==> config.mk <==
export PLATFORM = sky130hd
export DESIGN_NAME = rx_pool_fifo
export DESIGN_NICKNAME = d
export VERILOG_FILES = /design/src/rtl/rx_pool_pkg.sv /design/src/rtl/rx_pool_mem.sv /design/src/rtl/rx_frame_counter.sv /design/src/rtl/rx_pool_ctrl.sv /design/src/rtl/rx_pool_fifo.sv
export SDC_FILE = /design/constraint.sdc
export NUM_CORES = 1
export LEC_CHECK = 0
export ABC_AREA = 0
export BUFFER_PORTS_ARGS = -buffer_cell sky130_fd_sc_hd__buf_2
export CAP_MARGIN = 20
export CORE_ASPECT_RATIO = 0.7
export CORE_MARGIN = 2
export CORE_UTILIZATION = 30
export DETAILED_ROUTE_END_ITERATION = 10
export PLACE_DENSITY = 0.44
export SLEW_MARGIN = 20
export SYNTH_ARGS = -nofsm -noshare
export SYNTH_HDL_FRONTEND = slang
export SYNTH_SLANG_ARGS = --single-unit
==> constraint.sdc <==
create_clock -name clk -period 7.4 [get_ports clk]
set_input_delay 1.48 -clock clk [delete_from_list [all_inputs] [get_ports clk]]
set_output_delay 1.48 -clock clk [all_outputs]
set_load 0.01 [all_outputs]
==> src/rtl/rx_pool_pkg.sv <==
package rx_pool_pkg;
  typedef enum logic {
    KIND_FULL = 1'b0,
    KIND_END  = 1'b1
  } blk_kind_e;
endpackage

==> src/rtl/rx_pool_mem.sv <==
// Two pools in one simple dual-port array; registered read for block RAM.
module rx_pool_mem #(
  parameter int DATA_W = 8,
  parameter int DEPTH  = 32,
  localparam int AW    = $clog2(2 * DEPTH)
) (
  input  logic              clk,
  input  logic              we,
  input  logic [AW-1:0]     waddr,
  input  logic [DATA_W-1:0] wdata,
  input  logic              re,
  input  logic [AW-1:0]     raddr,
  output logic [DATA_W-1:0] rdata
);
  logic [DATA_W-1:0] store [2*DEPTH];

  always_ff @(posedge clk) begin
    if (we) store[waddr] <= wdata;
    if (re) rdata <= store[raddr];
  end
endmodule

==> src/rtl/rx_frame_counter.sv <==
// Per-frame byte counter: wraps, flags the wrap, keeps counting.
module rx_frame_counter #(
  parameter int CNT_W = 12
) (
  input  logic             clk,
  input  logic             rst,
  input  logic             inc,
  input  logic             eof,
  input  logic             restart,
  output logic [CNT_W-1:0] cnt,
  output logic             ovf
);
  logic new_frame;

  always_ff @(posedge clk) begin
    if (rst) begin
      cnt       <= '0;
      ovf       <= 1'b0;
      new_frame <= 1'b1;
    end else if (inc) begin
      if (new_frame) begin
        cnt <= CNT_W'(1);
        ovf <= 1'b0;
      end else begin
        cnt <= cnt + 1'b1;
        if (cnt == '1) ovf <= 1'b1;
      end
      new_frame <= eof;
    end else if (restart) begin
      new_frame <= 1'b1;
    end
  end

  p_wrap_r10: assert property (@(posedge clk) disable iff (rst)
    inc && !new_frame && (cnt == '1) |=> (cnt == '0) && ovf);
  p_ovf_keep_r10: assert property (@(posedge clk) disable iff (rst)
    ovf && !(inc && new_frame) |=> ovf);
endmodule

==> src/rtl/rx_pool_ctrl.sv <==
// Write side and handoff: pool alternation, pending block, overflow drop.
module rx_pool_ctrl
  import rx_pool_pkg::*;
#(
  parameter int DEPTH  = 32,
  localparam int IDX_W = $clog2(DEPTH),
  localparam int LEN_W = IDX_W + 1
) (
  input  logic             clk,
  input  logic             rst,
  input  logic             wr_en,
  input  logic             wr_eof,
  input  logic             ack,
  output logic             accept,
  output logic [IDX_W:0]   waddr,
  output logic             restart,
  output logic             pend,
  output blk_kind_e        kind,
  output logic             hpool,
  output logic [LEN_W-1:0] hlen,
  output logic             rx_ovf
);
  logic             wpool;
  logic [IDX_W-1:0] wcnt;
  logic             completes;
  logic             busy_after;
  logic             ovf_hit;

  assign completes  = wr_eof || (wcnt == IDX_W'(DEPTH - 1));
  assign busy_after = pend && !ack;
  assign accept     = wr_en && !rx_ovf && !(completes && busy_after);
  assign ovf_hit    = wr_en && !rx_ovf && completes && busy_after;
  assign restart    = ack && rx_ovf;
  assign waddr      = {wpool, wcnt};

  always_ff @(posedge clk) begin
    if (rst) begin
      wpool  <= 1'b0;
      wcnt   <= '0;
      pend   <= 1'b0;
      kind   <= KIND_FULL;
      hpool  <= 1'b0;
      hlen   <= '0;
      rx_ovf <= 1'b0;
    end else begin
      if (ack) pend <= 1'b0;
      if (restart) begin
        rx_ovf <= 1'b0;
        wcnt   <= '0;
      end else if (ovf_hit) begin
        rx_ovf <= 1'b1;
      end
      if (accept) begin
        if (completes) begin
          pend  <= 1'b1;
          kind  <= wr_eof ? KIND_END : KIND_FULL;
          hpool <= wpool;
          hlen  <= LEN_W'(wcnt) + 1'b1;
          wpool <= ~wpool;
          wcnt  <= '0;
        end else begin
          wcnt <= wcnt + 1'b1;
        end
      end
    end
  end

  p_full_len_r2: assert property (@(posedge clk) disable iff (rst)
    pend && (kind == KIND_FULL) |-> hlen == LEN_W'(DEPTH));
  p_len_range_r3: assert property (@(posedge clk) disable iff (rst)
    pend |-> (hlen != '0) && (hlen <= LEN_W'(DEPTH)));
  p_hold_r6: assert property (@(posedge clk) disable iff (rst)
    pend && !ack |=> pend && $stable(hpool) && $stable(hlen) && $stable(kind));
  p_drop_r8: assert property (@(posedge clk) disable iff (rst)
    rx_ovf && !ack |=> rx_ovf && $stable(wcnt));
endmodule

==> src/rtl/rx_pool_fifo.sv <==
module rx_pool_fifo
  import rx_pool_pkg::*;
#(
  parameter int DATA_W     = 8,
  parameter int POOL_DEPTH = 32,
  parameter int CNT_W      = 12
) (
  input  logic                          clk,
  input  logic                          rst,
  input  logic                          wr_en,
  input  logic [DATA_W-1:0]             wr_data,
  input  logic                          wr_eof,
  input  logic                          rd_en,
  output logic [DATA_W-1:0]             rd_data,
  input  logic                          ack,
  output logic                          irq_pool_full,
  output logic                          irq_msg_end,
  output logic [$clog2(POOL_DEPTH):0]   blk_len,
  output logic [CNT_W-1:0]              frame_cnt,
  output logic                          frame_ovf,
  output logic                          rx_ovf
);
  localparam int IDX_W = $clog2(POOL_DEPTH);
  localparam int LEN_W = IDX_W + 1;

  logic             accept;
  logic [IDX_W:0]   waddr;
  logic             restart;
  logic             pend;
  blk_kind_e        kind;
  logic             hpool;
  logic [LEN_W-1:0] hlen;
  logic [LEN_W-1:0] rptr;
  logic             rd_valid;
  logic             rd_hit;
  logic [DATA_W-1:0] mem_q;

  rx_pool_ctrl #(.DEPTH(POOL_DEPTH)) u_ctrl (
    .clk(clk), .rst(rst), .wr_en(wr_en), .wr_eof(wr_eof), .ack(ack),
    .accept(accept), .waddr(waddr), .restart(restart), .pend(pend),
    .kind(kind), .hpool(hpool), .hlen(hlen), .rx_ovf(rx_ovf)
  );

  rx_frame_counter #(.CNT_W(CNT_W)) u_cnt (
    .clk(clk), .rst(rst), .inc(accept), .eof(wr_eof), .restart(restart),
    .cnt(frame_cnt), .ovf(frame_ovf)
  );

  rx_pool_mem #(.DATA_W(DATA_W), .DEPTH(POOL_DEPTH)) u_mem (
    .clk(clk), .we(accept), .waddr(waddr), .wdata(wr_data),
    .re(rd_hit), .raddr({hpool, rptr[IDX_W-1:0]}), .rdata(mem_q)
  );

  assign rd_hit = rd_en && !ack && pend && (rptr < hlen);

  always_ff @(posedge clk) begin
    if (rst) begin
      rptr     <= '0;
      rd_valid <= 1'b0;
    end else if (ack) begin
      rptr <= '0;
      if (rd_en) rd_valid <= 1'b0;
    end else if (rd_en) begin
      rd_valid <= rd_hit;
      if (rd_hit) rptr <= rptr + 1'b1;
    end
  end

  assign rd_data       = rd_valid ? mem_q : '0;
  assign irq_pool_full = pend && (kind == KIND_FULL);
  assign irq_msg_end   = pend && (kind == KIND_END);
  assign blk_len       = pend ? hlen : '0;

  p_rd_zero_r5: assert property (@(posedge clk) disable iff (rst)
    rd_en && !pend |=> rd_data == '0);
  p_rptr_bound_r5: assert property (@(posedge clk) disable iff (rst)
    pend |-> rptr <= hlen);
endmodule

==> After elaboration in Yosys (flattened, before gate mapping) <==
Memories as Yosys holds them, arrays and structs flattened. A register that Yosys moved wholly into a read port is not among the register bits.
Cells that the tools add are included.
{ "op_classes": {"n_addsub": 4, "order_cmp": 1, "n_eq_ne": 2, "mux": 19, "n_bitwise": 2, "reduce_logical": 23} }
{ "ops": {"columns": ["op", "count"], "rows": [
  ["2-to-1 mux 5 bit", 3],
  ["2-to-1 mux 1 bit", 13],
  ["adder 12 x 1 -> 12 bit (second input constant)", 1],
  ["== test 12 bit (second input constant)", 1],
  ["logical AND 1 bit", 12],
  ["2-to-1 mux 12 bit", 1],
  ["2-to-1 mux 8 bit", 1],
  ["adder 5 x 1 -> 6 bit (second input constant)", 1],
  ["adder 6 x 1 -> 6 bit (second input constant)", 1],
  ["< comparator 6 bit", 1],
  ["2-to-1 mux 6 bit", 1],
  ["AND reduction 2 bit", 3],
  ["adder 5 x 1 -> 5 bit (second input constant)", 1],
  ["== test 5 bit (second input constant)", 1],
  ["nonzero test 2 bit", 2],
  ["OR reduction 2 bit", 2],
  ["zero test 1 bit", 3],
  ["inverter 1 bit", 2],
  ["logical OR 1 bit", 1]
]} }
{ "totals": {"regBits": 37, "mem_bits_rw": 512, "input_bits": 14, "out_inout_bits": 30, "elab_cells": 64, "n_memories": 1} }
{ "memory_table": {"columns": ["memory", "words", "width", "read_ports", "rd_ports_with_merged_regs", "write_ports", "line", "source"], "rows": [
  ["u_mem.store", 64, 8, 1, 1, 1, "rx_pool_mem.sv:15", "logic [DATA_W-1:0] store [2*DEPTH];"]
]} }

==> Logic depth before layout (Yosys ltp) <==
{ "logic_depth": {"ltp_word": 7, "ltp_mapped": 10, "depth_no_buf": 9} }

==> Modules after synthesis <==
A second synthesis with hierarchy kept.
{ "unflattened": {"hier_cells": 1153, "hier_area_um2": 22175.0} }
{ "by_module_without_submodules": {"columns": ["mod", "n_inst", "cells_each", "area_per_inst_um2", "seq_area_each_um2"], "rows": [
  ["rx_pool_mem", 1, 940, 20246.9, 15615.0],
  ["rx_pool_ctrl", 1, 74, 732.0, 320.3],
  ["rx_frame_counter", 1, 70, 649.4, 280.3],
  ["rx_pool_fifo", 1, 69, 546.8, 140.1]
]} }

==> Worst setup path before layout <==
OpenSTA, ideal clock, no wires.
{ "synth_path": {"path_kind": "input-to-reg", "start": "in wr_eof", "end": "mem u_mem.store[61][0] (enable)", "setup_time_ps": 370, "arrival_ps": 2882, "t_required_ps": 7030, "setup_slack_ps": 4148, "path_stages": 5, "path_buffers": 1, "path_cell_list": "nor2_1 o21a_1 buf_2 nand4b_1 nor2_1"} }
{ "synth_via": {"elab_chain_len": 6} }
{ "synth_rtl": {"columns": ["element", "line", "source"], "rows": [
  ["from (decl)", "rx_pool_fifo.sv:12", "input logic wr_eof,"],
  ["logical OR 1 bit", "rx_pool_ctrl.sv:29", "assign completes = wr_eof || (wcnt == IDX_W'(DEPTH - 1));"],
  ["logical AND 1 bit", "rx_pool_ctrl.sv:31", "assign accept = wr_en && !rx_ovf && !(completes && busy_after);"],
  ["zero test 1 bit", "rx_pool_ctrl.sv:31", null],
  ["logical AND 1 bit", "rx_pool_ctrl.sv:31", null],
  ["2-to-1 mux 1 bit", "rx_pool_mem.sv:18", "if (we) store[waddr] <= wdata;"],
  ["2-to-1 mux 1 bit (implied by the code)", "rx_pool_mem.sv:18", null],
  ["to (decl)", "rx_pool_mem.sv:15", null]
]} }
Every way passes these cells.

==> Worst setup path after layout <==
{ "layout_path": {"start": "reg u_ctrl.wcnt[0]", "end": "mem u_mem.store[53][1] (enable)"} }
{ "layout_via": {"elab_chain_len": 7} }
{ "layout_rtl": {"columns": ["element", "line", "source"], "rows": [
  ["from (decl)", "rx_pool_ctrl.sv:24", "logic [IDX_W-1:0] wcnt;"],
  ["from (signal assigned)", "rx_pool_ctrl.sv:62", "wcnt <= wcnt + 1'b1;"],
  ["== test 5 bit", "rx_pool_ctrl.sv:29", null],
  ["logical OR 1 bit", "rx_pool_ctrl.sv:29", null],
  ["logical AND 1 bit", "rx_pool_ctrl.sv:31", null],
  ["zero test 1 bit", "rx_pool_ctrl.sv:31", null],
  ["logical AND 1 bit", "rx_pool_ctrl.sv:31", null],
  ["2-to-1 mux 1 bit", "rx_pool_mem.sv:18", null],
  ["2-to-1 mux 1 bit (implied by the code)", "rx_pool_mem.sv:18", null]
]} }
Several ways; a longest one is shown, not always the timed one.

==> results.ini <==
[clock_tree]
postCtsSetupBuffers=0
cts_tree=done
clock_path_buffers=3
cts_root_buf=clkbuf_16
clk_pin_slew_ps=60
cts_made_buffers=52
clock_latency_ps=610
cts_resized=0
holdBufCountCts=0
cts_num_sinks=557
h-tree-depth=2

[critical_path]
start_kind=flip-flop
rrSetupSlack_ps=3270
critPathCaptureType=flip-flop
worst_r2r_endpoint=u_mem.store[53][1]
arrival_ps=4370
r2r_start=u_ctrl.wcnt[0]
cp.required_ps=7640
critPathKind=flip-flop to flip-flop
rr_worst_depth=7
path_max_fanout=14

[die]
die_x_um=328
fp.dieH_um=231
design.die.area_um2=75500
num_rows=83
io_pins=44
initial_core_util=0.302
core_area_um2=72900

[pwr]
p_sw_mw=1.32
p_int_mw=5.07
ir_worst_vdd_mv=0.176
switching_share=0.206
pwr-share-comb=0.022
pwr-share-clk=0.436
power_density_nw_per_um2=256
pwr-share-seq=0.542
p_leak_nw=7.47

[routing]
post_drt_via_cell_ratio=5.11
drc=0
drtIter0Drc=1344
dr.pass1.iters=7
wl_per_cell_um=27.6
routed_wl_um=61900
num_vias=11500
ant_nets=0

[timing]
setup_violations=0
skew_ps=12.0
tightest_slew_ps=1060
fin_setup_tns_ps=0
maxSlewViolCount=0
relSlewSlack=0.293
fin_ws_ps=3270
hold_violations=0
period_minus_slack_ps=4130
rsz0062_at_grt=no
post-route-period-util=0.558
fmax_mhz=242

[placed_design]
numPlacedInstances=2145
dp_hpwl_um=38400
portBuffers=43
gp_congestion=0.784
place_ws_ps=2690

[synthesis]
yosys-top-cells-area=edfxtp_1 (71%), mux4_2 (10%), mux2i_1 (4.2%), dfxtp_1 (3.4%), nor2_1 (1.7%)
yosys_warnings=0
syn_nets=1195
yosysTopAreaCellShare=0.710
ys_seq_area_frac=0.744
synth_edf_count=520
synth_top_cell_by_area=edfxtp_1
synth_seq_cells=557
netlist_area_um2=22000
synthFlopType=edfxtp_1
synth_cell_types=47
ys_async_sr_fraction=0
syn_inst=1172
syn_area_per_cell_um2=18.8

[hold_path]
hold_end=u_cnt.ovf
min_path_type=flip-flop to flip-flop
holdPathStages=2
worst_hold_startpoint=u_cnt.ovf

[global_routing]
grt-ovfl-total=0
grt_max_degree=92
grt_pass1_vias=11100
grt.total_usage=0.164
grt_pass1_wl_um=87600
antenna_found_initial=3

[layout]
nNetsFinal=1245
syn_to_final_growth_pct=13.4
drive_gt1_frac=0.195
final_cells=2243

[run_status]
status=finished, final reports clean

[flow_run]
drv_cap=0

[through the flow]
| step | util | hold WS [ps] | cell area (um2) | power [mW] |
|---|---|---|---|---|
| 6_report | 0.342 | 469 | 24900 | 6.39 |
| 5_1_grt | 0.342 | 496 | 24900 | 6.59 |
| 4_1_cts | 0.342 | 473 | 24900 | 6.46 |
| 3_5_place_dp | 0.318 | 457 | 23200 | 3.68 |
| 3_3_place_gp | 0.318 | 452 | 23200 | 3.68 |
| 2_1_floorplan | - | 440 | 22000 | 3.57 |
[power by group through the flow]
stage | registers, mW | clock network [mW] | logic, mW
global route | 3.46 | 2.98 | 0.153
finish | 3.46 | 2.79 | 0.141
global placement | 3.53 | 0 | 0.147
detailed placement | 3.53 | 0 | 0.146
CTS | 3.46 | 2.85 | 0.146
floorplan | 3.52 | 0 | 0.0513
[cell families after synthesis]
logic type | share of synthesized area
xor+xnor | 0.00478
fa+ha+maj | 0.00512
flops | 0.744
simple gates | 0.0454
mux | 0.143
buf+inv | 0.0195
compound gates | 0.0384
[cells in the mapped netlist, drive strengths merged, types with 2 or more instances]
cell type,count
a21oi,17
o2111ai,2
mux2i,92
a22oi,18
xor2,9
edfxtp,520
a211oi,32
nand3,10
nand4b,2
o22ai,29
buf,42
nor3,5
nand2b,6
a31oi,2
xnor2,3
nand3b,9
o21ai,6
or2,2
mux4,99
and2,18
nand2,33
nand4,5
or3,5
dfxtp,37
ha,9
and3,11
nor2b,4
clkbuf,20
o41ai,7
nor2,98
inv,9
a21o,2
[routing by layer]
layer / share of wire / GRT usage / wire [um] / vias to the layer above
li1: - / - / - / 4848
met5: 0.00021 / 0 / 13 / -
met4: 0.018 / 0.0414 / 1130 / 2
met1: 0.51 / 0.265 / 31400 / 6117
met2: 0.40 / 0.218 / 25100 / 416
met3: 0.070 / 0.0346 / 4320 / 71
[state kept, by name, summed over array words and instances, names as in the netlist]
signal	cells
u_cnt.new_frame	1
u_ctrl.rx_ovf	1
u_cnt.cnt	12
u_ctrl.hlen	6
u_mem.store	512
u_ctrl.pend	1
u_ctrl.wcnt	5
rd_valid	1
u_ctrl.hpool	1
u_cnt.ovf	1
rptr	6
u_ctrl.wpool	1
u_mem.rdata	8
u_ctrl.kind	1
[final cells by class]
| type | count | area (um2) |
|---|---|---|
| Antenna cell | 1 | 2.50 |
| Clock buffer | 66 | 1410 |
| Clock inverter | 31 | 345 |
| Fill cell | 6899 | 48000 |
| Inverter | 9 | 33.8 |
| Multi-Input combinational cell | 544 | 5210 |
| Sequential cell | 557 | 16400 |
| Tap cell | 977 | 1220 |
| Timing Repair Buffer | 58 | 348 |
[cell usage in the layout (no fill, tap or decap), types with 29 or more instances in the layout]
cell       synthesis  routed
a211oi_1          32      32
buf_2             18      40
clkbuf_16          0      54
dfxtp_1           37      34
edfxtp_1         520     520
mux2i_1           92      92
mux4_2            99      99
nand2_1           32      32
nor2_1            98      98
o22ai_1           29      29
[worst max-delay path by stage]
| stage | to | start | cells after the start |
|---|---|---|---|
| floorplan | u_mem.store[61][0] | wr_eof | 5 |
| global placement | u_mem.store[37][4] | wr_eof | 5 |
| detailed placement | u_mem.store[53][4] | wr_eof | 5 |
| CTS | u_mem.store[53][2] | u_ctrl.wcnt[0] | 7 |
| global route | u_mem.store[37][1] | u_ctrl.wcnt[0] | 7 |
| finish | u_mem.store[53][1] | u_ctrl.wcnt[0] | 7 |
[critical path: stages, from the launching register on]
cell,delay [ps]
dfxtp_1,380
ha_1,280
and3_1,200
ha_1,200
nor2_1,340
o21a_1,520
nand4b_1,910
nor2_1,920
Note: power is estimated with default switching activity, not from simulation.
